$ cat config.mk
export PLATFORM = sky130hd
export DESIGN_NAME = rx_fifo_autorts
export DESIGN_NICKNAME = d
export VERILOG_FILES = /design/src/rtl/rx_fifo_autorts.sv
export SDC_FILE = /design/constraint.sdc
export NUM_CORES = 1
export LEC_CHECK = 0
export CAP_MARGIN = 20
export CORE_MARGIN = 5
export CORE_UTILIZATION = 41
export DETAILED_ROUTE_END_ITERATION = 16
export GPL_TIMING_DRIVEN = 1
export PLACE_DENSITY = 0.56
export SLEW_MARGIN = 20
export SYNTH_ARGS = -nofsm -noshare
export SYNTH_HDL_FRONTEND = slang
export SYNTH_SLANG_ARGS = --single-unit
export TNS_END_PERCENT = 10
$ cat constraint.sdc
create_clock -name clk -period 7.15 [get_ports clk]
set_input_delay 0.715 -clock clk [delete_from_list [all_inputs] [get_ports clk]]
set_output_delay 0.715 -clock clk [all_outputs]
set_load 0.01 [all_outputs]
$ cat src/rtl/rx_fifo_autorts.sv
module rx_fifo_autorts #(
  parameter int DEPTH = 128,
  parameter int DW    = 8,
  parameter int LVL1  = 8,
  parameter int LVL2  = 16,
  parameter int LVL3  = 24,
  parameter int LVL4  = 28
) (
  input  logic          clk,
  input  logic          rst_n,
  input  logic          fifo_en,
  input  logic [1:0]    trig_sel,
  input  logic          auto_rts_en,
  input  logic          rts_req,
  input  logic          wr_en,
  input  logic [DW-1:0] wr_data,
  input  logic          rd_en,
  input  logic          stat_rd,
  output logic [DW-1:0] rd_data,
  output logic [$clog2(DEPTH+1)-1:0] fill,
  output logic          empty,
  output logic          full,
  output logic          overrun,
  output logic          rx_irq,
  output logic          rts_n
);
  localparam int CW = $clog2(DEPTH + 1);
  localparam int AW = $clog2(DEPTH);

  logic [DW-1:0] mem [DEPTH];
  logic [AW-1:0] wp, rp;
  logic [CW-1:0] cnt, cap, trig, off_lvl, on_lvl;
  logic          ovr_q, rts_off_q;

  always_comb begin
    if (!fifo_en) begin
      cap = CW'(1); trig = CW'(1); off_lvl = CW'(1); on_lvl = '0;
    end else begin
      cap = CW'(DEPTH);
      case (trig_sel)
        2'd0:    begin trig = CW'(LVL1); off_lvl = CW'(LVL2); on_lvl = '0;       end
        2'd1:    begin trig = CW'(LVL2); off_lvl = CW'(LVL3); on_lvl = CW'(LVL1); end
        2'd2:    begin trig = CW'(LVL3); off_lvl = CW'(LVL4); on_lvl = CW'(LVL2); end
        default: begin trig = CW'(LVL4); off_lvl = CW'(LVL4); on_lvl = CW'(LVL3); end
      endcase
    end
  end

  wire do_rd = rd_en && (cnt != '0);
  wire do_wr = wr_en && ((cnt < cap) || do_rd);
  wire drop  = wr_en && !do_wr;

  always_ff @(posedge clk) begin
    if (do_wr) mem[wp] <= wr_data;
  end

  always_ff @(posedge clk or negedge rst_n) begin
    if (!rst_n) begin
      wp <= '0;
      rp <= '0;
      cnt <= '0;
    end else begin
      if (do_wr) wp <= (wp == AW'(DEPTH - 1)) ? '0 : wp + 1'b1;
      if (do_rd) rp <= (rp == AW'(DEPTH - 1)) ? '0 : rp + 1'b1;
      case ({do_wr, do_rd})
        2'b10:   cnt <= cnt + 1'b1;
        2'b01:   cnt <= cnt - 1'b1;
        default: cnt <= cnt;
      endcase
    end
  end

  always_ff @(posedge clk or negedge rst_n) begin
    if (!rst_n)       ovr_q <= 1'b0;
    else if (drop)    ovr_q <= 1'b1;
    else if (stat_rd) ovr_q <= 1'b0;
  end

  always_ff @(posedge clk or negedge rst_n) begin
    if (!rst_n)                rts_off_q <= 1'b0;
    else if (!auto_rts_en)     rts_off_q <= !rts_req;
    else if (cnt >= off_lvl)   rts_off_q <= 1'b1;
    else if (cnt <= on_lvl)    rts_off_q <= 1'b0;
  end

  assign rd_data = mem[rp];
  assign fill    = cnt;
  assign empty   = (cnt == '0);
  assign full    = (cnt >= cap);
  assign overrun = ovr_q;
  assign rx_irq  = (cnt >= trig);
  assign rts_n   = rts_off_q;
endmodule


---- Yosys cells after proc, flatten, opt, wreduce, memory -nomap -nowiden ----
Memories as Yosys holds them, arrays and structs flattened.
Index checks and enable logic that the tools add are counted.
word-level totals
  bits in registers ....................... 24
  RAM bits ................................ 1,024
  output and inout port bits .............. 21
  memories ................................ 1
operators by class
  add/subtract/negate cells ............... 4
  magnitude comparators ................... 5
  equality and inequality tests ........... 7
  mux-type cells .......................... 17
  reduce and logical (&&, ||, !) cells .... 11
memories
  memory  depth  width  read ports  clocked after Yosys merged registers in  write ports  RTL line  RTL
  mem     128    8      1           0                                        1            30        logic [DW-1:0] mem [DEPTH];
operators by type and width
  cell                                                                number
  5-bit one-hot mux with 3 select lines                               2
  8-bit >= comparator                                                 3
  8-bit two-way mux                                                   3
  8-bit one-hot mux with 2 select lines                               1
  7-bit by 1-bit adder with 7-bit output, second input constant       2
  7-bit == test, second input constant                                2
  7-bit two-way mux                                                   2
  8-bit by 1-bit adder with 8-bit output, second input constant       1
  8-bit less-or-equal comparator                                      1
  8-bit zero test                                                     1
  8-bit < comparator                                                  1
  4-bit one-hot mux with 2 select lines                               1
  8-bit nonzero test                                                  1
  8-bit by 1-bit subtractor with 8-bit output, second input constant  1
  1-bit two-way mux                                                   7
  5-bit two-way mux                                                   1
  2-bit by 1-bit == test with 1-bit output, second input constant     2
  2-bit == test, second input constant                                2
  2-bit nonzero test                                                  2
  1-bit logical AND                                                   3
  3-bit by 1-bit != test with 1-bit output, second input constant     1
  1-bit zero test                                                     2
  2-bit zero test                                                     1
  1-bit logical OR                                                    1

---- Depth between registers and ports, before layout ----
  depth in word-level cells ............... 7
  mapped depth ............................ 12
  mapped depth without buffers ............ 11

---- Worst setup path after synthesis ----
Ideal clock, no wire load.
  kind .................................... register -> register
  from .................................... register cnt[4], in the netlist fill[4]
  to ...................................... register cnt[7], in the netlist fill[7]
  library setup time ...................... 0.079 ns
  arrival ................................. 3.205 ns
  data required time ...................... 7.071 ns
  path slack .............................. 3.866 ns
  stages on the path, launching flop included .. 12
  path buffers ............................ 1
  cells stage by stage .................... dfrtp_1 -> or3_1 -> o41ai_4 -> or2_1 -> buf_2 -> inv_1 -> ha_1 -> nor2b_1 -> o31a_1 -> o41ai_1 -> mux2i_1 -> xor2_1
on the way
  word-level cells in the longest chain between the ends .. 6
  elaborated cells on any way between the ends .. 11
RTL lines
  what                                                                        RTL line  RTL
  start, declared                                                             32        logic [CW-1:0] cnt, cap, trig, off_lvl, on_lvl;
  start signal, assigned                                                      66        2'b10: cnt <= cnt + 1'b1;
  start signal, assigned                                                      67        2'b01: cnt <= cnt - 1'b1;
  start signal, assigned                                                      68        default: cnt <= cnt;
  parallel branches: the longest is 6 deep, another holds 8-bit < comparator  --
Several ways; the timed one is not identified.
A chain may end at the register's enable or synchronous reset.

---- Worst setup path in the final report ----
  from .................................... register rp[3]
  to ...................................... output port rd_data[5]
on the way
  word-level cells in the longest chain between the ends .. 1
RTL lines
  what                    RTL line  RTL
  start, declared         31        logic [AW-1:0] wp, rp;
  start signal, assigned  64        if (do_rd) rp <= (rp == AW'(DEPTH - 1)) ? '0 : rp + 1'b1;
  memory 128 x 8 bit      --
  end, declared           19        output logic [DW-1:0] rd_data,
Every way passes these cells.

==> impl_metrics.toml <==
[layout]
seqCellArea_sq_um = 31400
multi_input_area_sq_um = 9440
fin_cells = 3584
area_growth_pct = 12.3
layout.nets = 2182
final_layout_size_suffix_gt1_share_pct = 18.9
fillers = 8371

[clocking]
cts_resized = 0
cts_made_buffers = 107
clock_path_buffers = 3
clk_pin_slew_ns = 0.06
cts_tree = "built"
clockRootBuffer = "clkbuf_16"
h-tree-depth = 3
clock_latency_ns = 0.68
cts_hold_buf = 0
post_cts_buffers = 0
cts_sinks = 1048

[die]
die_area_sq_um = 108000
coreArea_sq_um = 100000
die_y_um = 328
pin_count = 39
start_util_pct = 41.3
rows = 116
chipWidth_um = 328

[hold_path]
hp-class = "input port to asynchronous set/reset pin"

[global_route]
gr-total-overflow = 0
grt_max_degree = 128
grt_pass1_wl_mm = 154
grt_usage_pct = 19.6
antenna_found_initial = 5
grt_pass1_vias = 21400

[critical_path]
crit_required_ns = 6.43
timing.rr.end = "mem[113][2]"
start_kind = "flop"
critPathMaxFanout = 23
rrSetupSlack_ns = 3.33
critical_path_class = "flop to output pin"
r2r_cells = 8
end_kind = "output pin"
arrival_ns = 5.37
r2r-start = "fill[0]"

[place]
port_buffers = 38
hpwlAfterDp_mm = 63.6
place_ws_ns = 2.00
gp_congestion = 0.858
dp_cells = 3393

[timing]
clock_skew_ns = 0.0254
fin_ws_ns = 1.06
worst_pin_slew_ns = 1.21
fin_setup_tns_ns = 0
finalHoldViolations = 0
min_period_ns = 6.09
hold_ws_ns = 0.439
maxClockFrequency_mhz = 164
slew_violations = 0
relSlewSlack_pct = 17.4
setup_viol = 0
fin_crit_sh_pct = 85.1
rsz0062_at_grt = "false"

[run_status]
outcome = "finished clean"

[detailed_routing]
wire_per_inst_um = 29.5
postRouteWirelength_mm = 106
drt-pass1-iter-count = 5
drc_errors = 0
via_per_inst = 5.80
drtIter0Drc = 2076
num_vias = 20800
drtAntennaViolNets = 0

[synth]
yosysSeqAreaShare_pct = 75.6
synthCells = 2070
async_flop_share_pct = 2.29
synth_top_area_cell = "edfxtp_1"
syn_nets = 2107
syn_area_sq_um = 41500
synth_top_cell_area_share_pct = 74.2
synthTopCellsByCount = "edfxtp_1, mux4_2, nor2_1"
synth.distinct_cells = 69
synth_edf_count = 1024
yosysMostFrequentCell = "edfxtp_1"
syn_avg_cell_area_sq_um = 20.0
ys_ff_latch = 1048
yosysWarnings = 0
synthTopCellsByArea = "edfxtp_1, mux4_2, mux2i_1"
synth_ff_type = "edfxtp_1"

[power]
cellLeakagePower_nw = 14.6
p_per_area_nw_per_um2 = 382
total_power_mw = 17.8
peakVddDrop_mv = 0.288

[flow_run]
cap_viol_max_count = 0
## routing by layer
metal / vias up / part of all wire (%) / track usage (%)
li1: 8730 / - / -
met1: 11100 / 42 / 27.2
met2: 777 / 48 / 31.5
met3: 195 / 6.4 / 3.90
met4: 4 / 3.6 / 6.67
met5: - / 0.078 / 0
## critical path: stages, from the launching register on
cell and delay [ns]:
dfrtp_1 0.88, inv_1 0.56, nor2_1 0.92, a2111oi_0 0.40, nor3_1 0.66, a211oi_1 0.12, a2bb2oi_1 0.48, clkdlybuf4s50_1 0.66
## layout by cell type, fill, tap and decap left out, types with 11 or more instances in the layout
master	synthesis	layout
a2111oi_0	15	14
a211oi_1	16	16
a21oi_1	34	34
a22o_1	21	21
a22oi_1	19	19
buf_4	16	35
clkbuf_1	27	28
clkbuf_16	0	107
clkdlybuf4s50_1	0	30
clkinv_1	0	14
clkinv_2	0	16
dfrtp_1	24	21
edfxtp_1	1024	1024
ha_1	18	18
inv_1	13	13
mux2_2	14	14
mux2i_1	119	119
mux4_2	198	198
nand2_1	58	58
nand3_1	12	12
nor2_1	167	165
nor2b_1	18	17
nor3_1	11	11
o21ai_0	21	21
o221ai_1	15	15
o22ai_1	26	26
o31ai_1	11	11
## layout make-up
| type | instances | area share, % |
|---|---|---|
| well taps | 1357 | 3.65 |
| flip-flops and latches | 1048 | 67.3 |
| multi-input cells | 906 | 20.3 |
| clock inverters | 49 | 1.15 |
| inverters | 13 | 0.105 |
| repair buffers | 69 | 1.36 |
| clock buffers | 140 | 6.12 |
| diodes | 2 | 0.0107 |
## worst max path at each step
stage	start	end	slack, ns
floorplan	fill[4]	fill[7]	3.87
global placement	rp[2]	rd_data[4]	2.06
detailed placement	rp[0]	rd_data[3]	2.00
CTS	rp[0]	rd_data[3]	1.25
global route	rp[3]	rd_data[3]	0.99
finish	rp[3]	rd_data[5]	1.06
## stage by stage
step	util [%]	area [sq um]
4_1_cts	46.4	46600
3_5_place_dp	43.0	43200
6_report	46.4	46600
5_1_grt	46.4	46600
2_1_floorplan	-	41500
3_3_place_gp	43.0	43200
## flip-flops by register name (all words and copies together) (netlist names)
register,cells
fill,8
mem,1024
overrun,1
rp,7
rts_n,1
wp,7
## logic make-up (layout without fill, tap and decap cells)
logic type                 Yosys count  in the layout  share of synthesized area, %
xor gates and xnor gates            15             15                         0.317
AOI/OAI and AO/OA                  227            227                          4.07
DFF                               1048           1048                          75.6
adders and majority gates           19             19                         0.591
buffers and inverters              116            271                          1.65
other                                0              2                             0
muxes                              339            339                          14.5
and+or+nand+nor                    306            306                          3.24
## power breakdown
part | internal, mW | switching [mW]
Sequential | 6.88 | 0.326
Clock | 3.16 | 2.30
Combinational | 2.07 | 3.07
No activity file was read; power rests on OpenSTA's default activity.
